## src/rtl/atm_tcp_pkg.sv

```systemverilog
package atm_tcp_pkg;
  localparam int OCT_W = 8;
  localparam int CELL_OCTETS = 53;
  localparam int HEC_POS = 4;
  localparam int GFC_BITS = 4;
  localparam int SCR_LAG = 43;
  localparam logic [OCT_W-1:0] HEC_POLY = 8'h07;
  localparam logic [OCT_W-1:0] COSET_VAL = 8'h55;
  localparam logic [OCT_W-1:0] TAG_EVEN = 8'h55;
  localparam logic [OCT_W-1:0] TAG_ODD = 8'hAA;
  localparam logic [OCT_W-1:0] CTL_RESET = 8'h1F;

  // control register layout, bit7 down to bit0
  typedef struct packed {
    logic status;
    logic irq_en;
    logic gfc_en;
    logic pat_const;
    logic hec_idle_en;
    logic hec_valid_en;
    logic coset_en;
    logic scr_en;
  } ctl_t;
endpackage

```

## src/rtl/atm_hec_step.sv

```systemverilog
module atm_hec_step #(
  parameter int W = atm_tcp_pkg::OCT_W,
  parameter logic [W-1:0] POLY = atm_tcp_pkg::HEC_POLY
) (
  input  logic [W-1:0] crc_i,
  input  logic [W-1:0] byte_i,
  output logic [W-1:0] crc_o
);
  logic [W-1:0] c;
  always_comb begin
    c = crc_i;
    for (int i = W - 1; i >= 0; i--) begin
      if (c[W-1] ^ byte_i[i]) c = {c[W-2:0], 1'b0} ^ POLY;
      else c = {c[W-2:0], 1'b0};
    end
    crc_o = c;
  end
endmodule

```

## src/rtl/atm_x43_scrambler.sv

```systemverilog
module atm_x43_scrambler #(
  parameter int W = atm_tcp_pkg::OCT_W,
  parameter int LAG = atm_tcp_pkg::SCR_LAG
) (
  input  logic         clk,
  input  logic         rst_n,
  input  logic         advance,
  input  logic [W-1:0] byte_i,
  output logic [W-1:0] byte_o
);
  // hist[0] is the most recent scrambled bit
  logic [LAG-1:0] hist;

  for (genvar i = 0; i < W; i++) begin : g_bit
    assign byte_o[W-1-i] = byte_i[W-1-i] ^ hist[LAG-1-i];
  end

  always_ff @(posedge clk) begin
    if (!rst_n) hist <= '0;
    else if (advance) hist <= {hist[LAG-W-1:0], byte_o};
  end

  a_r6_hist_frozen: assert property (@(posedge clk) disable iff (!rst_n)
    !advance |=> $stable(hist));
endmodule

```

## src/rtl/atm_tcp_regs.sv

```systemverilog
module atm_tcp_regs
  import atm_tcp_pkg::*;
(
  input  logic             clk,
  input  logic             rst_n,
  input  logic             wr,
  input  logic             rd,
  input  logic [OCT_W-1:0] wdata,
  input  logic             set_err,
  output ctl_t             ctl_o,
  output logic [OCT_W-1:0] rdata
);
  logic [OCT_W-2:0] bits_q;
  logic             st_q;
  logic             unused_wbit;

  assign unused_wbit = wdata[OCT_W-1];

  always_ff @(posedge clk) begin
    if (!rst_n) begin
      bits_q <= CTL_RESET[OCT_W-2:0];
      st_q   <= 1'b0;
    end else begin
      if (wr) bits_q <= wdata[OCT_W-2:0];
      if (set_err) st_q <= 1'b1;
      else if (rd) st_q <= 1'b0;
    end
  end

  assign rdata = {st_q, bits_q};
  assign ctl_o = ctl_t'({st_q, bits_q});

  a_r9_set_sticks: assert property (@(posedge clk) disable iff (!rst_n)
    set_err |=> st_q);
  a_r9_hold_until_read: assert property (@(posedge clk) disable iff (!rst_n)
    st_q && !rd |=> st_q);
  a_r9_read_clears: assert property (@(posedge clk) disable iff (!rst_n)
    rd && !set_err |=> !st_q);
endmodule

```

## src/rtl/atm_tx_cell_proc.sv

```systemverilog
module atm_tx_cell_proc
  import atm_tcp_pkg::*;
#(
  parameter int CELL_LEN = CELL_OCTETS,
  parameter int HEC_AT = HEC_POS,
  parameter int GFC_W = GFC_BITS,
  parameter int LAG = SCR_LAG
) (
  input  logic             clk,
  input  logic             rst_n,
  input  logic             in_valid,
  output logic             in_ready,
  input  logic [OCT_W-1:0] in_data,
  input  logic             in_sop,
  input  logic             in_idle,
  output logic             out_valid,
  input  logic             out_ready,
  output logic [OCT_W-1:0] out_data,
  output logic             out_sop,
  output logic             out_idle,
  input  logic             gfc_serial,
  input  logic             reg_wr,
  input  logic             reg_rd,
  input  logic [OCT_W-1:0] reg_wdata,
  output logic [OCT_W-1:0] reg_rdata,
  output logic             irq
);
  localparam int IDX_W = $clog2(CELL_LEN);
  localparam logic [IDX_W-1:0] LAST_IDX = IDX_W'(CELL_LEN - 1);
  localparam logic [IDX_W-1:0] HEC_IDX = IDX_W'(HEC_AT);
  localparam logic [IDX_W-1:0] GFC_END = IDX_W'(GFC_W);

  ctl_t             ctl;
  logic             xfer, cell_idle, hec_on, chk, mismatch, scr_adv;
  logic [IDX_W-1:0] cnt_q, idx;
  logic             idle_q, alt_q;
  logic [OCT_W-1:0] crc_q, crc_base, crc_nxt, hdr_byte, hec_val, tag_exp, scr_byte;
  logic [GFC_W-1:0] gfc_sh_q, gfc_hold_q;

  assign xfer      = in_valid & out_ready;
  assign in_ready  = out_ready;
  assign out_valid = in_valid;
  assign out_sop   = in_sop;
  assign out_idle  = in_idle;

  assign idx       = in_sop ? '0 : cnt_q;
  assign cell_idle = (idx == '0) ? in_idle : idle_q;
  assign hec_on    = cell_idle ? ctl.hec_idle_en : ctl.hec_valid_en;

  always_comb begin
    hdr_byte = in_data;
    if (idx == '0 && ctl.gfc_en && !cell_idle) hdr_byte[OCT_W-1 -: GFC_W] = gfc_hold_q;
  end

  assign crc_base = (idx == '0) ? '0 : crc_q;
  atm_hec_step #(.W(OCT_W), .POLY(HEC_POLY)) u_hec (
    .crc_i(crc_base), .byte_i(hdr_byte), .crc_o(crc_nxt));
  assign hec_val = crc_q ^ (ctl.coset_en ? COSET_VAL : '0);

  assign scr_adv = xfer && (idx > HEC_IDX) && ctl.scr_en;
  atm_x43_scrambler #(.W(OCT_W), .LAG(LAG)) u_scr (
    .clk(clk), .rst_n(rst_n), .advance(scr_adv), .byte_i(in_data), .byte_o(scr_byte));

  always_comb begin
    if (idx < HEC_IDX) out_data = hdr_byte;
    else if (idx == HEC_IDX) out_data = hec_on ? hec_val : in_data;
    else out_data = ctl.scr_en ? scr_byte : in_data;
  end

  // integrity tag check sees the incoming octet, before HEC substitution
  assign tag_exp  = (ctl.pat_const || !alt_q) ? TAG_EVEN : TAG_ODD;
  assign chk      = xfer && (idx == HEC_IDX) && !cell_idle;
  assign mismatch = chk && (in_data != tag_exp);

  always_ff @(posedge clk) begin
    if (!rst_n) begin
      cnt_q      <= '0;
      idle_q     <= 1'b0;
      alt_q      <= 1'b0;
      crc_q      <= '0;
      gfc_sh_q   <= '0;
      gfc_hold_q <= '0;
    end else if (xfer) begin
      cnt_q <= (idx == LAST_IDX) ? '0 : idx + 1'b1;
      if (idx == '0) idle_q <= in_idle;
      if (idx < HEC_IDX) crc_q <= crc_nxt;
      if (idx < GFC_END) gfc_sh_q <= {gfc_sh_q[GFC_W-2:0], gfc_serial};
      if (idx == LAST_IDX) gfc_hold_q <= gfc_sh_q;
      if (chk) alt_q <= ~alt_q;
    end
  end

  atm_tcp_regs u_regs (
    .clk(clk), .rst_n(rst_n), .wr(reg_wr), .rd(reg_rd), .wdata(reg_wdata),
    .set_err(mismatch), .ctl_o(ctl), .rdata(reg_rdata));

  assign irq = ctl.status & ctl.irq_en;

  a_r11_count_range: assert property (@(posedge clk) disable iff (!rst_n)
    cnt_q <= LAST_IDX);
  a_r1_stall_holds: assert property (@(posedge clk) disable iff (!rst_n)
    !out_ready |=> $stable(cnt_q) && $stable(crc_q) && $stable(alt_q));
  a_r8_alt_steps: assert property (@(posedge clk) disable iff (!rst_n)
    chk |=> alt_q != $past(alt_q));
  a_r8_idle_no_step: assert property (@(posedge clk) disable iff (!rst_n)
    xfer && idx == HEC_IDX && cell_idle |=> $stable(alt_q));
  a_r10_irq_sticks: assert property (@(posedge clk) disable iff (!rst_n)
    irq && !reg_rd && !reg_wr |=> irq);
  a_r6_header_clear: assert property (@(posedge clk) disable iff (!rst_n)
    out_valid && idx != '0 && idx < HEC_IDX |-> out_data == in_data);
endmodule

```

## config.mk

```make
export PLATFORM = sky130hd
export DESIGN_NAME = atm_tx_cell_proc
export DESIGN_NICKNAME = d
export VERILOG_FILES = /design/src/rtl/atm_tcp_pkg.sv /design/src/rtl/atm_hec_step.sv /design/src/rtl/atm_x43_scrambler.sv /design/src/rtl/atm_tcp_regs.sv /design/src/rtl/atm_tx_cell_proc.sv
export SDC_FILE = /design/constraint.sdc
export NUM_CORES = 1
export LEC_CHECK = 0
export BUFFER_PORTS_ARGS = -buffer_cell sky130_fd_sc_hd__clkbuf_2
export CAP_MARGIN = 20
export CORE_AREA = 2 2 94 96
export CTS_CLUSTER_DIAMETER = 200
export DETAILED_ROUTE_END_ITERATION = 10
export DIE_AREA = 0 0 96 98
export PLACE_DENSITY = 0.72
export SETUP_SLACK_MARGIN = 0.2
export SYNTH_ARGS = -nofsm -noshare
export SYNTH_HDL_FRONTEND = slang
export SYNTH_HIERARCHICAL = 1
export SYNTH_SLANG_ARGS = --single-unit
```

## constraint.sdc

```tcl
create_clock -name clk -period 6.1 [get_ports clk]
set_input_delay 0.305 -clock clk [delete_from_list [all_inputs] [get_ports clk]]
set_output_delay 0.305 -clock clk [all_outputs]
set_load 0.03 [all_outputs]
```

==> impl_results.md, run 1 <==
- Drt wl/cell: 13.9 um
- RSZ-0062 raised after global routing: false
- Slew headroom: 50.4%
- Share of the synthesized area in the top cell type: 36.4%
- Net Sw Power: 0.000250 W
- Status: complete, no violations
- Synth cell types: 52
- Max cap viols: 0
- Fmax: 313 MHz
- Place WS: 2.84 ns
- Vias post-DR: 2,979
- Detailed Route WL: 7820 um
- CP peak stage delay: 0.51 ns
- CTS hold repair buffers: 0
- Core Area: 8470 um^2
- Most numerous cell on the critical path: clkbuf_2
- Clk_skew: 0.0106 ns
- Max VDD drop: 0.141 mV
- CP max stage cell: or4b_4
- Post-synth EDFFs: 0
- Setup TNS: 0 ns
- Post-synth net total: 457
- Post-Syn Area per Cell: 9.59 um^2
- Worst-Skew Late Latency: 0.34 ns
- Tot GR Track Use: 18.1%
- Post-CTS resize count: 0
- FP Rows: 34
- Drt pass-1 iters: 6
- RePlAce Congestion: 0.785
- Clock power share: 36.3%
- Multi-input logic area: 2270 um^2
- Post-Synthesis Cells: 430
- CP max FO: 14
- Netlist Area Pre-Place: 4130 um^2
- Lkg Pwr: 1.60 nW
- Endpoints failing hold: 0
- CTS clk-pin slew, worst paths: 0.08 ns
- Post-synthesis sequential area ratio: 36.4%
- Met2 usage: 29.8%
- Largest cells by area after synthesis: dfxtp_1, mux2i_1, nor2b_1
- Arr. time, crit path: 2.89 ns
- Root Driver: clkbuf_8
- Residual DRC: 0
- Die Ht: 98 um
- Final nets: 477
- Largest net degree at the start of global routing: 76
- Number of global-route vias before repair: 2,918
- Antenna cells: 0
- Top FF cell, synth: dfxtp_1
- HP Class: in -> reg
- Crit path kind: in -> out
- Minimum clock period: 3.19 ns
- Fraction of layout cells with a size suffix above 1: 18.7%
- Switching portion of total power: 25.4%
- Starting Density: 48.7%
- Die area: 9410 um^2
- Ys async rst share: 0%
- Gate power share: 12.3%
- Worst path cell trace: clkbuf_2 -> inv_1 -> nand2_1 -> ha_1 -> or4b_4 -> o211ai_2 -> and2_1 -> o311a_1 -> clkbuf_2
- Initial antenna violation count: 0
- Yosys warnings: 6
- Global route overflow: 0
- Setup violations, final: 0
- Sequential Area: 1500 um^2
- Post-CTS setup buffers: 0
- Die width: 96 um
- Seq pwr share: 51.4%
- Startpoint type of the worst setup path: primary input
- Synth area leader: dfxtp_1
- Post-synthesis register bit count: 75
- Tot Pwr: 0.000986 W
- Design internal power: 0.000736 W
- Power density over the cells: 225 nW/um^2
- Critical Path RT: 5.79 ns
- GR peak layer: met2
- Iter 0 DRT Violations: 131
- Number of antenna-violating nets in the routed design: 0
- Area delta synth->final: 6.43%
- Fin crit share: 52.3%
- Worst setup margin: 2.91 ns
- Global Route met1 Usage: 22.8%
- First-pass GRT wire length: 13,600 um
- CTS tree: done
- Worst slew pin tran: 0.739 ns
- Fillers: 783
- H-tree depth: 3
- Fin. max-slew vios: 0
- Vias/cell: 5.30
- Post-DP HPWL: 5550 um
- TritonCTS Sinks: 75
- Io pins: 46
- Grt met3 use: 3.47%
- Worst setup EP type: output pin
- Port Buf Inserts: 44
- CTS Buffer Depth: 2
- CTS Buf Count: 9
-- logic make-up after synthesis --
group	after synthesis	share of synthesized area [%]
XOR/XNOR	35	7.43
multiplexers	65	16.5
flip-flops	75	36.4
adder cells (fa/ha/maj)	2	0.607
AND/OR/NAND/NOR	139	19.6
AO/OA/AOI/OAI	63	10.9
buffers and inverters	51	8.55
-- power by group through the flow --
stage / Sequential, W / Clock (W) / Combinational (W)
floorplan: 0.000514 / 0 / 0.0000961
global placement: 0.000518 / 0 / 0.000120
detailed placement: 0.000518 / 0 / 0.000121
CTS: 0.000507 / 0.000369 / 0.000123
global route: 0.000508 / 0.000391 / 0.000133
finish: 0.000507 / 0.000358 / 0.000122
-- layout by cell type, fill, tap and decap left out, types with 6 or more instances in the layout --
cell      netlist  final
a22oi_1         9      9
nand3_1        20     20
o211ai_1        6      6
dfxtp_1        75     75
xor2_1          9      9
clkbuf_8        0      9
and2_1         12     12
a21oi_1         8      8
inv_1          11     11
clkbuf_2        1     44
nand2_1        33     33
nand4_1         9      9
mux2i_1        53     53
nor2b_1        44     44
o21ai_0        10     10
a21boi_0       16     16
mux2_2          8      8
xnor2_1        26     26
-- synth_stat cells (all sizes together) (11+ instances only) --
master and number:
dfxtp 75, xnor2 26, and2 12, a21boi 16, buf 31, mux2i 53
o21ai 13, nand2 33, mux2 12, nor2b 44, inv 11, nand3 20
-- area by class of cell --
cell class	instances	area share, %
timing repair buffer	49	5.87
clock inverter	5	1.25
inverter	11	0.940
multi-input combinational	304	51.8
sequential	75	34.2
tap	108	3.08
clock buffer	10	2.91
-- worst max-delay path, delay by kind of cell --
kind | cells | cell delay [ns]
AND/OR/NAND/NOR | 3 | 1.00
adder cells (fa/ha/maj) | 1 | 0.34
AO/OA/AOI/OAI | 2 | 0.61
buffers and inverters | 3 | 0.62
-- flip-flops by register name (all words and copies together), names as in the netlist --
signal	flops
u_scr/hist	43
crc_q	8
u_regs/bits_q	7
cnt_q	6
gfc_hold_q	4
gfc_sh_q	4
alt_q	1
idle_q	1
u_regs/st_q	1
-- per-layer routing --
metal	wire [um]	vias up
li1	-	1522
met1	3450	1381
met2	3880	62
met3	319	14
met4	167	0
met5	0	-
-- final timing paths --
path | end | depth (start not counted) | start | slack, ns
max | out_data[6] | 9 | in_sop | 2.91
min | u_regs/bits_q[3] | 3 | reg_wdata[3] | 0.18
max reg2reg | u_scr/hist[35] | 8 | cnt_q[0] | 3.17
min reg2reg | gfc_sh_q[3] | 2 | gfc_sh_q[3] | 0.48
-- metrics by stage --
step                      cell area, um^2  hold slack, ns  cells  utilization, %
final                                4390           0.176    562            51.9
after global routing                 4390           0.172    562            51.9
after CTS                            4390           0.162    562            51.9
after detailed placement             4210           0.473    547            49.7
after global placement               4210           0.455    547            49.7
after floorplan                      4130           0.367    430               -
Note: power is estimated with default switching activity, not from simulation.
==> run 2, diff against run 1 <==
--- a/config.mk
+++ b/config.mk
@@ -11,7 +11,7 @@
 export CTS_CLUSTER_DIAMETER = 200
 export DETAILED_ROUTE_END_ITERATION = 10
 export DIE_AREA = 0 0 96 98
-export PLACE_DENSITY = 0.72
+export PLACE_DENSITY = 0.75
 export SETUP_SLACK_MARGIN = 0.2
 export SYNTH_ARGS = -nofsm -noshare
 export SYNTH_HDL_FRONTEND = slang
==> constraint.sdc (replaced) <==
create_clock -name clk -period 2.83 [get_ports clk]
set_input_delay 0.1415 -clock clk [delete_from_list [all_inputs] [get_ports clk]]
set_output_delay 0.1415 -clock clk [all_outputs]
set_load 0.03 [all_outputs]
==> run 2 against run 1 <==
Compared with the run above:
- design area rose by 4.9%
- largest cell class unchanged
- combinational power is 140% higher
- via count grew 2.9%
- count of clock-buffer cells in the layout stayed put
- critical path depth fell by 1
==> impl_results.md, run 2 (synthesis gave the netlist of run 1 again) <==
- Most frequent cells in the layout: dfxtp_1, mux2i_1, nor2b_1
- Final nets: 488
- CTS tree: done
- Lkg Pwr: 1.70 nW
- Residual DRC: 0
- Global route overflow: 0
- Vias post-DR: 3,066
- Vias/cell: 5.34
- Worst slew pin tran: 0.732 ns
- Port Buf Inserts: 44
- Most common cell after layout, fill and taps aside: dfxtp_1
- Core Area: 8470 um^2
- Status: complete, no violations
- Post-DP HPWL: 5990 um
- Reg2reg setup slack: 0.31 ns
- CP max FO: 8
- DP Area: 4300 um^2
- R2R Path Start: cnt_q[3]
- CTS Buf Count: 9
- Fin. max-slew vios: 0
- Minimum clock period: 2.53 ns
- CTS Buffer Depth: 2
- Max VDD drop: 0.398 mV
- Final instance area: 4610 um^2
- Hold_sp: reg_wdata[1]
- CTS clk-pin slew, worst paths: 0.08 ns
- RSZ-0062 raised after global routing: false
- Io pins: 46
- Tot GR Track Use: 18.5%
- Die Ht: 98 um
- Fillers: 749
- Detailed Route WL: 8390 um
- Arr. time, crit path: 2.39 ns
- Power density over the cells: 476 nW/um^2
- Setup violations, final: 0
- Slew headroom: 51.2%
- Critical Path RT: 2.69 ns
- Worst-Skew Late Latency: 0.35 ns
- Endpoints failing hold: 0
- Max FFs per register: 43
- RePlAce Congestion: 0.867
- Hold path cells: 3
- Area delta synth->final: 11.7%
- Max cap viols: 0
- Clk_skew: 0.0159 ns
- FP Rows: 34
- TritonCTS Sinks: 75
- Fmax: 395 MHz
- HP Class: in -> reg
- Multi-input logic area: 2360 um^2
- Worst-case reg-to-reg path depth: 9
- Initial antenna violation count: 0
- Worst setup EP type: output pin
- Largest net degree at the start of global routing: 52
- Antenna cells: 0
- Number of antenna-violating nets in the routed design: 0
- Starting Density: 48.7%
- Capture point of the worst reg-to-reg path: crc_q[6]
- First-pass GRT wire length: 13,700 um
- Die area: 9410 um^2
- Fraction of layout cells with a size suffix above 1: 23.4%
- Crit path kind: reg -> out
- Die width: 96 um
- H-tree depth: 3
- Iter 0 DRT Violations: 183
- Sequential Area: 1510 um^2
- Setup TNS: 0 ns
- Root Driver: clkbuf_8
- Number of global-route vias before repair: 2,901
- Startpoint type of the worst setup path: flop
- Fin crit share: 89.4%
- Drt pass-1 iters: 5
- Largest Register: u_scr/hist
- Top Registers: u_scr/hist: 43 flops, crc_q: 8 flops, u_regs/bits_q: 7 flops
- Hold path endpoint: u_regs/bits_q[1]
- Drt wl/cell: 14.6 um
## run 2: area by class of cell
| type | count | area share (%) |
|---|---|---|
| flip-flops and latches | 75 | 32.7 |
| clock inverters | 6 | 1.44 |
| clock buffers | 10 | 2.77 |
| multi-input cells | 304 | 51.2 |
| repair buffers | 60 | 8.04 |
| well taps | 108 | 2.93 |
| inverters | 11 | 0.896 |
## run 2: per-stage QoR
stage	power, W	setup WS [ns]	cells	hold slack [ns]	utilization (%)
floorplan	0.00131	0.227	430	0.203	-
global placement	0.00138	0.296	557	0.366	50.7
detailed placement	0.00139	0.232	557	0.371	50.7
CTS	0.00219	0.182	573	0.00148	53.1
global route	0.00229	0.165	574	0.0219	54.4
finish	0.00219	0.300	574	0.0163	54.4
## run 2: worst max-delay path by stage
stage | end | slack [ns] | from | cells past startpoint
2_1_floorplan | crc_q[0] | 0.23 | cnt_q[2] | 10
3_3_place_gp | crc_q[1] | 0.30 | cnt_q[3] | 9
3_5_place_dp | crc_q[0] | 0.23 | cnt_q[3] | 9
4_1_cts | out_data[4] | 0.18 | cnt_q[0] | 8
5_1_grt | crc_q[6] | 0.17 | cnt_q[3] | 9
6_report | out_data[4] | 0.30 | cnt_q[1] | 8
## run 2: routing by layer
metal	GRT usage, %	part of all wire, %	up-vias
met1	22.8	43	1459
met5	0	0	-
met2	31.6	52	55
met4	6.37	2.3	0
met3	4.01	2.9	15
li1	-	-	1537
## run 2: report_power, final
part | leakage [nW] | internal, W | switching, W
sequential | 0.608 | 0.00107 | 0.0000198
clock | 0.100 | 0.000409 | 0.000404
combinational | 0.990 | 0.000131 | 0.000160
## run 2: timing repair
action                     CTS  global route
buffers inserted             0             1
resized for setup            3            29
setup endpoints to repair    8            16
pin swaps                    0             7
hold buffers                 0             0
## run 2: worst max-delay path, stage by stage (launching register included)
cell      delay [ns]
dfxtp_2         0.34
nand2_2         0.09
ha_4            0.15
buf_6           0.11
or4b_4          0.48
o211ai_4        0.24
and2_4          0.23
o311a_1         0.19
buf_2           0.21
==> run 3, diff against run 2 <==
--- a/config.mk
+++ b/config.mk
@@ -11,7 +11,7 @@
 export CTS_CLUSTER_DIAMETER = 200
 export DETAILED_ROUTE_END_ITERATION = 10
 export DIE_AREA = 0 0 96 98
-export PLACE_DENSITY = 0.75
+export PLACE_DENSITY_LB_ADDON = 0.1
 export SETUP_SLACK_MARGIN = 0.2
 export SYNTH_ARGS = -nofsm -noshare
 export SYNTH_HDL_FRONTEND = slang
==> run 3 against run 2 <==
Compared with the run above:
- power grew 0.34%
- first-iteration DRC count shrank 65%
- clock skew down 0.0070 ns
- die area did not move
- global-route usage is 0.72 points higher
- sequential share of layout area is 0.29 points lower
- register-to-register slack improved by 0.05 ns
- via count stayed put
- design area is 0.81% higher
- routed wire length increased by 2.2%
- final cell count increased by 0.35%
- largest cell class unchanged
==> impl_results.md, run 3 (synthesis gave the netlist of run 1 again) <==
- Critical Path RT: 2.69 ns
- Max cap viols: 0
- Die area: 9410 um^2
- Power density over the cells: 474 nW/um^2
- Max FFs per register: 43
- Startpoint type of the worst setup path: flop
- Max VDD drop: 0.280 mV
- Worst setup EP type: output pin
- Core Area: 8470 um^2
- Area delta synth->final: 12.6%
- Starting Density: 48.7%
- RePlAce Congestion: 0.829
- Worst slew pin tran: 0.744 ns
- Antenna cells: 0
- Vias/cell: 5.32
- Fmax: 395 MHz
- Global route overflow: 0
- Setup TNS: 0 ns
- CTS Buffer Depth: 2
- Non-filler cells, final: 576
- Number of global-route vias before repair: 2,907
- Largest net degree at the start of global routing: 42
- TritonCTS Sinks: 75
- Placed cells: 558
- Port Buf Inserts: 44
- Die Ht: 98 um
- Most frequent cells in the layout: dfxtp_1, mux2i_1, nor2b_1
- Lkg Pwr: 1.70 nW
- Clk_skew: 0.00891 ns
- Worst-Skew Late Latency: 0.35 ns
- Minimum clock period: 2.53 ns
- Tot Pwr: 0.00220 W
- Number of antenna-violating nets in the routed design: 0
- Root Driver: clkbuf_8
- Drt pass-1 iters: 4
- Status: complete, no violations
- Hold_sp: reg_wdata[3]
- Vias post-DR: 3,066
- R2R Path Start: cnt_q[0]
- Fin. max-slew vios: 0
- Residual DRC: 0
- Largest Register: u_scr/hist
- Slew headroom: 50.0%
- CTS Buf Count: 9
- Iter 0 DRT Violations: 64
- Arr. time, crit path: 2.39 ns
- Die width: 96 um
- Top Registers: u_scr/hist: 43 flops, crc_q: 8 flops, u_regs/bits_q: 7 flops
- Fin crit share: 89.5%
- Post-DP HPWL: 6060 um
- Crit path launch: cnt_q[0]
- FP Rows: 34
- CP max FO: 8
- First-pass GRT wire length: 14,400 um
- Crit path kind: reg -> out
- Final nets: 490
- Initial antenna violation count: 0
- Detailed Route WL: 8570 um
- CTS tree: done
- HP Class: in -> reg
- Most common cell after layout, fill and taps aside: dfxtp_1
- CTS clk-pin slew, worst paths: 0.08 ns
- Drt wl/cell: 14.9 um
- Setup violations, final: 0
- H-tree depth: 3
- Fraction of layout cells with a size suffix above 1: 23.3%
- Io pins: 46
- RSZ-0062 raised after global routing: false
- Tot GR Track Use: 19.3%
- Endpoints failing hold: 0
run 3: cell count changes in the layout (fill, tap and decap cells not counted), sizes merged:
cell / previous run / this run
inv: 11 / 12
clkbuf: 47 / 50
clkinvlp: 0 / 2
dlygate4sd3: 0 / 1
buf: 23 / 22
clkinv: 5 / 1
run 3: critical path, cell delays in order (launching register included):
cell	delay (ns)
dfxtp_2	0.33
nand2_2	0.08
ha_2	0.20
buf_6	0.12
or4b_4	0.47
o211ai_4	0.21
buf_6	0.16
nand4_1	0.10
o211ai_1	0.16
buf_4	0.22
run 3: worst paths after layout:
| path | end | slack, ns | cells past startpoint |
|---|---|---|---|
| setup / recovery | out_data[3] | 0.30 | 9 |
| hold / removal | u_regs/bits_q[3] | 0.02 | 3 |
| setup reg to reg | crc_q[3] | 0.36 | 11 |
| hold reg to reg | gfc_sh_q[3] | 0.47 | 2 |
run 3: metal layers:
layer  routed length (um)  track usage, %
met1                 4330            27.2
met2                 3780            29.3
met3                  341            4.71
met4                  114            5.16
met5                    0               0
run 3: what timing repair did:
action                                  in CTS  in global routing
endpoints found under the setup margin       9                 16
setup buffers                                1                  0
hold buffers                                 1                  0
pin swaps                                    4                  4
gates resized for setup                     10                 20
endpoints found under the hold margin        1                  0
run 3: area by class of cell:
type	count	area [um^2]
Sequential cell	75	1500
Tap cell	108	135
Clock buffer	11	131
Timing Repair Buffer	62	400
Inverter	11	41.3
Multi-Input combinational cell	304	2370
Fill cell	771	3820
Clock inverter	5	62.6
run 3: per-stage QoR:
step                      setup slack [ns]  area (um^2)  util, %  hold slack (ns)
final                                0.296         4640     54.9           0.0177
after CTS                            0.210         4570     53.9         0.000616
after global routing                 0.200         4640     54.9           0.0146
after floorplan                      0.227         4130        -            0.203
after detailed placement             0.213         4320     51.0            0.361
after global placement               0.251         4320     51.0            0.354
run 3: report_power, final:
group          leakage (nW)  internal (W)  switching, W
combinational          1.00      0.000132      0.000161
sequential            0.608       0.00107     0.0000202
clock                0.0901      0.000413      0.000404
